<file path="src/rtl/rxpol_pkg.sv">
package rxpol_pkg;
  typedef enum logic [1:0] {
    POL_UNDECIDED = 2'd0,
    POL_TRACKING  = 2'd1,
    POL_HELD      = 2'd2
  } pol_state_e;
endpackage

</file>
<file path="src/rtl/rxpol_evt.sv">
// Event decode: detects link loss and arbitrates the two strobes.
module rxpol_evt (
  input  logic clk,
  input  logic rst_n,
  input  logic link_up,
  input  logic nlp_stb,
  input  logic pkt_stb,
  output logic link_fall,
  output logic pkt_evt,
  output logic nlp_evt
);
  logic link_q;

  always_ff @(posedge clk or negedge rst_n) begin
    if (!rst_n) link_q <= 1'b0;
    else        link_q <= link_up;
  end

  always_comb begin
    link_fall = link_q & ~link_up;
    // link loss swallows strobes; a packet outranks a link pulse
    pkt_evt   = pkt_stb & ~link_fall;
    nlp_evt   = nlp_stb & ~pkt_stb & ~link_fall;
  end
endmodule

</file>
<file path="src/rtl/rxpol_ctrl.sv">
// Polarity decision, agreeing-packet count and lock.
module rxpol_ctrl
  import rxpol_pkg::*;
#(
  parameter int LOCK_PKTS = 2
) (
  input  logic clk,
  input  logic rst_n,
  input  logic link_up,
  input  logic link_fall,
  input  logic nlp_evt,
  input  logic nlp_neg,
  input  logic pkt_evt,
  input  logic pkt_neg,
  output logic inv,
  output logic locked
);
  localparam int CNT_W = $clog2(LOCK_PKTS + 1);
  localparam logic [CNT_W-1:0] CNT_MAX = CNT_W'(LOCK_PKTS);

  pol_state_e       state_q, state_d;
  logic             inv_q, inv_d;
  logic [CNT_W-1:0] cnt_q, cnt_d;

  always_comb begin
    state_d = state_q;
    inv_d   = inv_q;
    cnt_d   = cnt_q;
    if (link_fall) begin
      state_d = POL_UNDECIDED;
      inv_d   = 1'b0;
      cnt_d   = '0;
    end else begin
      unique case (state_q)
        POL_UNDECIDED: begin
          if (pkt_evt) begin
            state_d = POL_TRACKING;
            inv_d   = pkt_neg;
            cnt_d   = CNT_W'(1);
          end else if (nlp_evt) begin
            state_d = POL_TRACKING;
            inv_d   = nlp_neg;
          end
        end
        POL_TRACKING: begin
          if (pkt_evt) begin
            if (pkt_neg == inv_q) begin
              if (cnt_q != CNT_MAX) cnt_d = cnt_q + CNT_W'(1);
            end else begin
              inv_d = pkt_neg;
              cnt_d = '0;
            end
          end
        end
        POL_HELD: ;
        default: state_d = POL_UNDECIDED;
      endcase
      if (state_d == POL_TRACKING && cnt_d == CNT_MAX && link_up)
        state_d = POL_HELD;
    end
  end

  always_ff @(posedge clk or negedge rst_n) begin
    if (!rst_n) begin
      state_q <= POL_UNDECIDED;
      inv_q   <= 1'b0;
      cnt_q   <= '0;
    end else begin
      state_q <= state_d;
      inv_q   <= inv_d;
      cnt_q   <= cnt_d;
    end
  end

  assign inv    = inv_q;
  assign locked = (state_q == POL_HELD);
endmodule

</file>
<file path="src/rtl/rxpol_xor.sv">
// Zero-latency stream correction, one XOR per lane.
module rxpol_xor #(
  parameter int DATA_W = 1
) (
  input  logic              inv,
  input  logic              in_valid,
  output logic              in_ready,
  input  logic [DATA_W-1:0] in_data,
  output logic              out_valid,
  input  logic              out_ready,
  output logic [DATA_W-1:0] out_data
);
  for (genvar g = 0; g < DATA_W; g++) begin : g_lane
    assign out_data[g] = in_data[g] ^ inv;
  end
  assign out_valid = in_valid;
  assign in_ready  = out_ready;
endmodule

</file>
<file path="src/rtl/rx_polarity_lock.sv">
module rx_polarity_lock #(
  parameter int LOCK_PKTS = 2,
  parameter int DATA_W    = 1
) (
  input  logic              clk,
  input  logic              rst_n,
  input  logic              link_up,
  input  logic              nlp_stb,
  input  logic              nlp_neg,
  input  logic              pkt_stb,
  input  logic              pkt_neg,
  input  logic              in_valid,
  output logic              in_ready,
  input  logic [DATA_W-1:0] in_data,
  output logic              out_valid,
  input  logic              out_ready,
  output logic [DATA_W-1:0] out_data,
  output logic              pol_inv,
  output logic              pol_locked
);
  logic link_fall, pkt_evt, nlp_evt;

  rxpol_evt u_evt (
    .clk(clk), .rst_n(rst_n), .link_up(link_up),
    .nlp_stb(nlp_stb), .pkt_stb(pkt_stb),
    .link_fall(link_fall), .pkt_evt(pkt_evt), .nlp_evt(nlp_evt)
  );

  rxpol_ctrl #(.LOCK_PKTS(LOCK_PKTS)) u_ctrl (
    .clk(clk), .rst_n(rst_n), .link_up(link_up), .link_fall(link_fall),
    .nlp_evt(nlp_evt), .nlp_neg(nlp_neg),
    .pkt_evt(pkt_evt), .pkt_neg(pkt_neg),
    .inv(pol_inv), .locked(pol_locked)
  );

  rxpol_xor #(.DATA_W(DATA_W)) u_xor (
    .inv(pol_inv), .in_valid(in_valid), .in_ready(in_ready),
    .in_data(in_data), .out_valid(out_valid), .out_ready(out_ready),
    .out_data(out_data)
  );
endmodule

</file>
<file path="config.mk">
export PLATFORM = sky130hd
export DESIGN_NAME = rx_polarity_lock
export DESIGN_NICKNAME = d
export VERILOG_FILES = /design/src/rtl/rxpol_pkg.sv /design/src/rtl/rxpol_evt.sv /design/src/rtl/rxpol_ctrl.sv /design/src/rtl/rxpol_xor.sv /design/src/rtl/rx_polarity_lock.sv
export SDC_FILE = /design/constraint.sdc
export NUM_CORES = 1
export LEC_CHECK = 0
export ABC_AREA = 1
export ABC_CLOCK_PERIOD_IN_PS = 1200
export BUFFER_PORTS_ARGS = -buffer_cell sky130_fd_sc_hd__buf_2
export CAP_MARGIN = 40
export CELL_PAD_IN_SITES_DETAIL_PLACEMENT = 1
export CELL_PAD_IN_SITES_GLOBAL_PLACEMENT = 1
export CORE_UTILIZATION = 31
export DETAILED_ROUTE_END_ITERATION = 8
export PLACE_DENSITY_LB_ADDON = 0.3
export SETUP_SLACK_MARGIN = 0.2
export SLEW_MARGIN = 25
export SYNTH_ARGS = -nofsm -noshare
export SYNTH_HDL_FRONTEND = slang
export SYNTH_SLANG_ARGS = --single-unit
</file>
<file path="constraint.sdc">
create_clock -name clk -period 1.2 [get_ports clk]
set_input_delay 0.06 -clock clk [delete_from_list [all_inputs] [get_ports clk]]
set_output_delay 0.06 -clock clk [all_outputs]
set_load 0.1 [all_outputs]
</file>
### Yosys cells after proc, flatten, opt, wreduce, memory -nomap -nowiden

Index checks and enable logic that the tools add are counted.

* flip-flop bits (word level): 6
* input port bits: 10
* word-level logic and storage cells: 47

* $add $sub $neg: 1
* equality and inequality tests: 9
* multiplexer cells: 19
* bitwise operators: 8
* reduce and logical (&&, ||, !) cells: 6

Operators by type and width (number)
* $mux W2: 11
* $pmux W2 S2: 2
* $ne A3 B3 Y1 const B: 2
* $mux W1: 5
* $and A1 B1 Y1: 4
* $eq A2 B1 Y1 const B: 2
* $eq A2 B2 Y1 const B: 2
* $ne A4 B4 Y1 const B: 1
* $reduce_and A4 Y1: 1
* $not A1 Y1: 3
* $reduce_bool A3 Y1: 1
* $add A2 B1 Y2 const B: 1
* $logic_and A1 B1 Y1: 2
* $logic_not A2 Y1: 1
* $ne A2 B2 Y1 const B: 1
* $pmux W1 S2: 1
* $reduce_or A2 Y1: 1
* $eq A1 B1 Y1: 1
* $xor A1 B1 Y1: 1

### Logic depth before layout (Yosys ltp)

* depth in word-level cells: 13
* gate-level depth with buffers: 9
* depth with buffers taken out: 9

### Modules after synthesis

A second synthesis with hierarchy kept.

* cells, all modules: 59
* area total of the unflattened synthesis: 424.2 um^2

By module, submodules not included
* rxpol_ctrl: instances 1, cells an instance 45, area an instance 330.3 um^2, seq. area each 125.1 um^2
* rxpol_evt: instances 1, cells an instance 7, area an instance 60.1 um^2, seq. area each 25.0 um^2
* rxpol_xor: instances 1, cells an instance 7, area an instance 33.8 um^2, seq. area each 0.0 um^2

### Least setup slack after synthesis

Ideal clock, no wire load.

* path type: reg2out
* from: register u_ctrl.inv_q (netlist: u_ctrl.inv)
* to: output out_data
* arrival time: 2.459 ns
* path slack: -1.319 ns
* stages on the path, launching flop included: 2
* buffers on the path: 0
* cells stage by stage: dfrtp_1 xor2_1

* word-level cells in the longest chain between the ends: 1

RTL lines
* start, declared: RTL line rxpol_ctrl.sv:22 `logic inv_q, inv_d;`
* start signal, assigned: RTL line rxpol_ctrl.sv:70 `inv_q <= inv_d;`
* $xor A1 B1 Y1: RTL line rxpol_xor.sv:14 `assign out_data[g] = in_data[g] ^ inv;`
* end, declared: RTL line rx_polarity_lock.sv:17 `output logic [DATA_W-1:0] out_data,`

Every way passes these cells.

### Final worst setup path

Same ends and word-level chain as after synthesis.

==> impl_results.md <==
- Outcome: finished, violations left
- Failing checks: negative setup slack
- P_leak: 0.385 nW
- Worst path cell trace: buf_6, xor2_4, buf_12
- Clock sink count: 6
- Root buffer cell: clkbuf_4
- Syn nets: 73
- Crit path launch type: flop
- RSZ-0062 raised after global routing: true
- IO Count: 15
- Post-synth cell types: 17
- Measured slew at the worst slew-check pin: 249 ps
- DRC Markers: 0
- Mapped cell area: 434 µm²
- WL final: 1220 µm
- Crit path time final: 1280 ps
- Setup TNS: -232 ps
- Buffers on Ports: 10
- Grt ovf: 0
- Drt wl/cell: 12.0 µm
- Final Cycle Share: 107%
- DIE HEIGHT: 39.4 µm
- Crit-path max FO: 3
- Delay-heaviest family, CP: flip-flops
- Die area: 1550 µm²
- Rel. slew slack: 83.4%
- Pre-CTS setup slack: -23.0 ps
- Worst path required time: 1140 ps
- #FFs+latches synth: 6
- Grt met2 use: 32.8%
- Clk pin slew, worst setup/hold paths: 50 ps
- Initial core utilization: 33.4%
- Latest clock arrival within the worst-skew pair: 240 ps
- Slew Limit Fails: 0
- Longest Clk Path Bufs: 2
- Layout Nets: 98
- Maximum vdd drop: 1.17 mV
- Vias in the first global route: 450
- CTS tree: done
- Cell row count: 13
- Mean cell area of the mapped netlist: 7.00 µm²
- MaxCap Viol Count: 0
- Worst EP arrival: 1220 ps
- Vias per inst: 4.52
- Endpoints failing setup: 5
- Endpoints failing hold: 0
- Initial antenna violation count: 0
- DR iter-0 viols: 2
- Vias: 457
- Met1 GRT Util: 21.1%
- Worst Path Buf+Inv: 2
- Ant. Diodes: 0
- GP Congestion: 0.704
- Mapped Cells: 62
- Die Width: 39.4 µm
- GR peak layer: met2
- Min-Delay Path Class: in -> out
- Setup Skew: 7.03 ps
- Syn. warnings: 0
- Crit. End Element: output port
- Post-DRT Antenna Nets: 0
- Placed insts: 87
- Worst Slack Setup Final: -83.7 ps
- CP peak stage delay: 510 ps
- Pin count of the biggest net entering global routing: 7
- DR pass1 iterations: 2
- Core Area: 1300 µm²
- Total GRT Usage: 19.3%
- Fill cell count: 155
- Commonest non-fill, non-tap cell in the layout: nand2_1
- First-pass GRT wire length: 1880 µm
- Met3 Resource Use GR: 3.41%
- H-Tree Depth: 1
- Area growth syn-to-layout: 71.2%
- Num CTS Buffers: 3
- CP Class: reg -> out
- Final non-filler cell total: 101
- Most frequent cells in the layout: nand2_1, inv_1, buf_2, buf_4
- PwrDens: 1710 nW/µm²
- Hpwl dp: 862 µm
- Post-synthesis sequential area ratio: 34.6%
- Fraction of layout cells with a size suffix above 1: 58.1%
- R2R setup slack: -60 ps
- CP max-delay cell: dfrtp_4
- Maximum operating frequency: 779 MHz
[layout make-up]
type / count / area [µm²] / area share (%)
inverters: 13 / 51.3 / 6.90
flip-flops and latches: 6 / 154 / 20.7
repair buffers: 22 / 201 / 27.1
clock buffers: 4 / 26.3 / 3.54
well taps: 15 / 18.8 / 2.53
multi-input cells: 41 / 292 / 39.2
[metrics by stage]
stage | power, mW | hold slack [ps] | instance area (µm²) | util [%]
3_5_place_dp | 0.914 | -112 | 578 | 44.4
2_1_floorplan | 0.725 | -236 | 464 | -
6_report | 1.27 | 120 | 743 | 57.1
3_3_place_gp | 0.898 | -113 | 578 | 44.4
4_1_cts | 1.23 | 121 | 699 | 53.8
5_1_grt | 1.34 | 120 | 743 | 57.1
[logic make-up (layout without fill, tap and decap cells)]
kind of cell / Yosys count / count (layout) / share of synthesized area, %
adders and majority gates: 1 / 1 / 2.88
xor gates and xnor gates: 1 / 1 / 2.02
AOI/OAI and AO/OA: 7 / 7 / 8.93
and+or+nand+nor: 32 / 32 / 36.9
DFF: 6 / 6 / 34.6
buffers and inverters: 15 / 39 / 14.7
[layer usage]
| layer | part of all wire [%] | up-vias |
|---|---|---|
| met5 | 0 | - |
| met1 | 40 | 214 |
| met3 | 1.6 | 2 |
| met4 | 0.99 | 0 |
| li1 | - | 238 |
| met2 | 57 | 3 |
[flip-flops by register name, summed over array words and instances (netlist names)]
register and cells:
u_ctrl.state_q 2, u_evt.link_q 1, u_ctrl.inv 1, u_ctrl.cnt_q 2
[path summary, 6_finish.rpt]
kind,from,to,cells past startpoint
min reg2reg,u_ctrl.cnt_q[0],u_ctrl.cnt_q[0],4
max reg2reg,u_ctrl.cnt_q[1],u_ctrl.state_q[0],9
max in group asynchronous,rst_n,u_ctrl.inv,2
min in group asynchronous,rst_n,u_ctrl.cnt_q[1],2
max,u_ctrl.inv,out_data,3
min,out_ready,in_ready,0
[power by group]
group | leakage [nW] | internal [mW] | total [mW] | switching [mW]
sequential | 0.0738 | 0.244 | 0.285 | 0.0411
clock | 0.0150 | 0.126 | 0.199 | 0.0729
combinational | 0.296 | 0.325 | 0.787 | 0.462
[synthesized netlist by cell type, drive strengths merged]
| library cell | n | area (µm²) |
|---|---|---|
| ha | 1 | 12.5 |
| o21ai | 2 | 10.0 |
| inv | 13 | 48.8 |
| a21oi | 5 | 28.8 |
| xor2 | 1 | 8.76 |
| buf | 2 | 15.0 |
| nor2 | 7 | 31.3 |
| nand2 | 18 | 87.6 |
| dfrtp | 6 | 150 |
| nand3 | 6 | 35.0 |
| nand4 | 1 | 6.26 |
[what timing repair did]
action | in CTS | in global routing
setup buffers | 7 | 1
hold endpoints to repair | 7 | 0
endpoints found under the setup margin | 8 | 8
resized for setup | 6 | 10
hold buffers | 2 | 0
pin swaps | 8 | 6
Power figures use the tool's default switching activity.
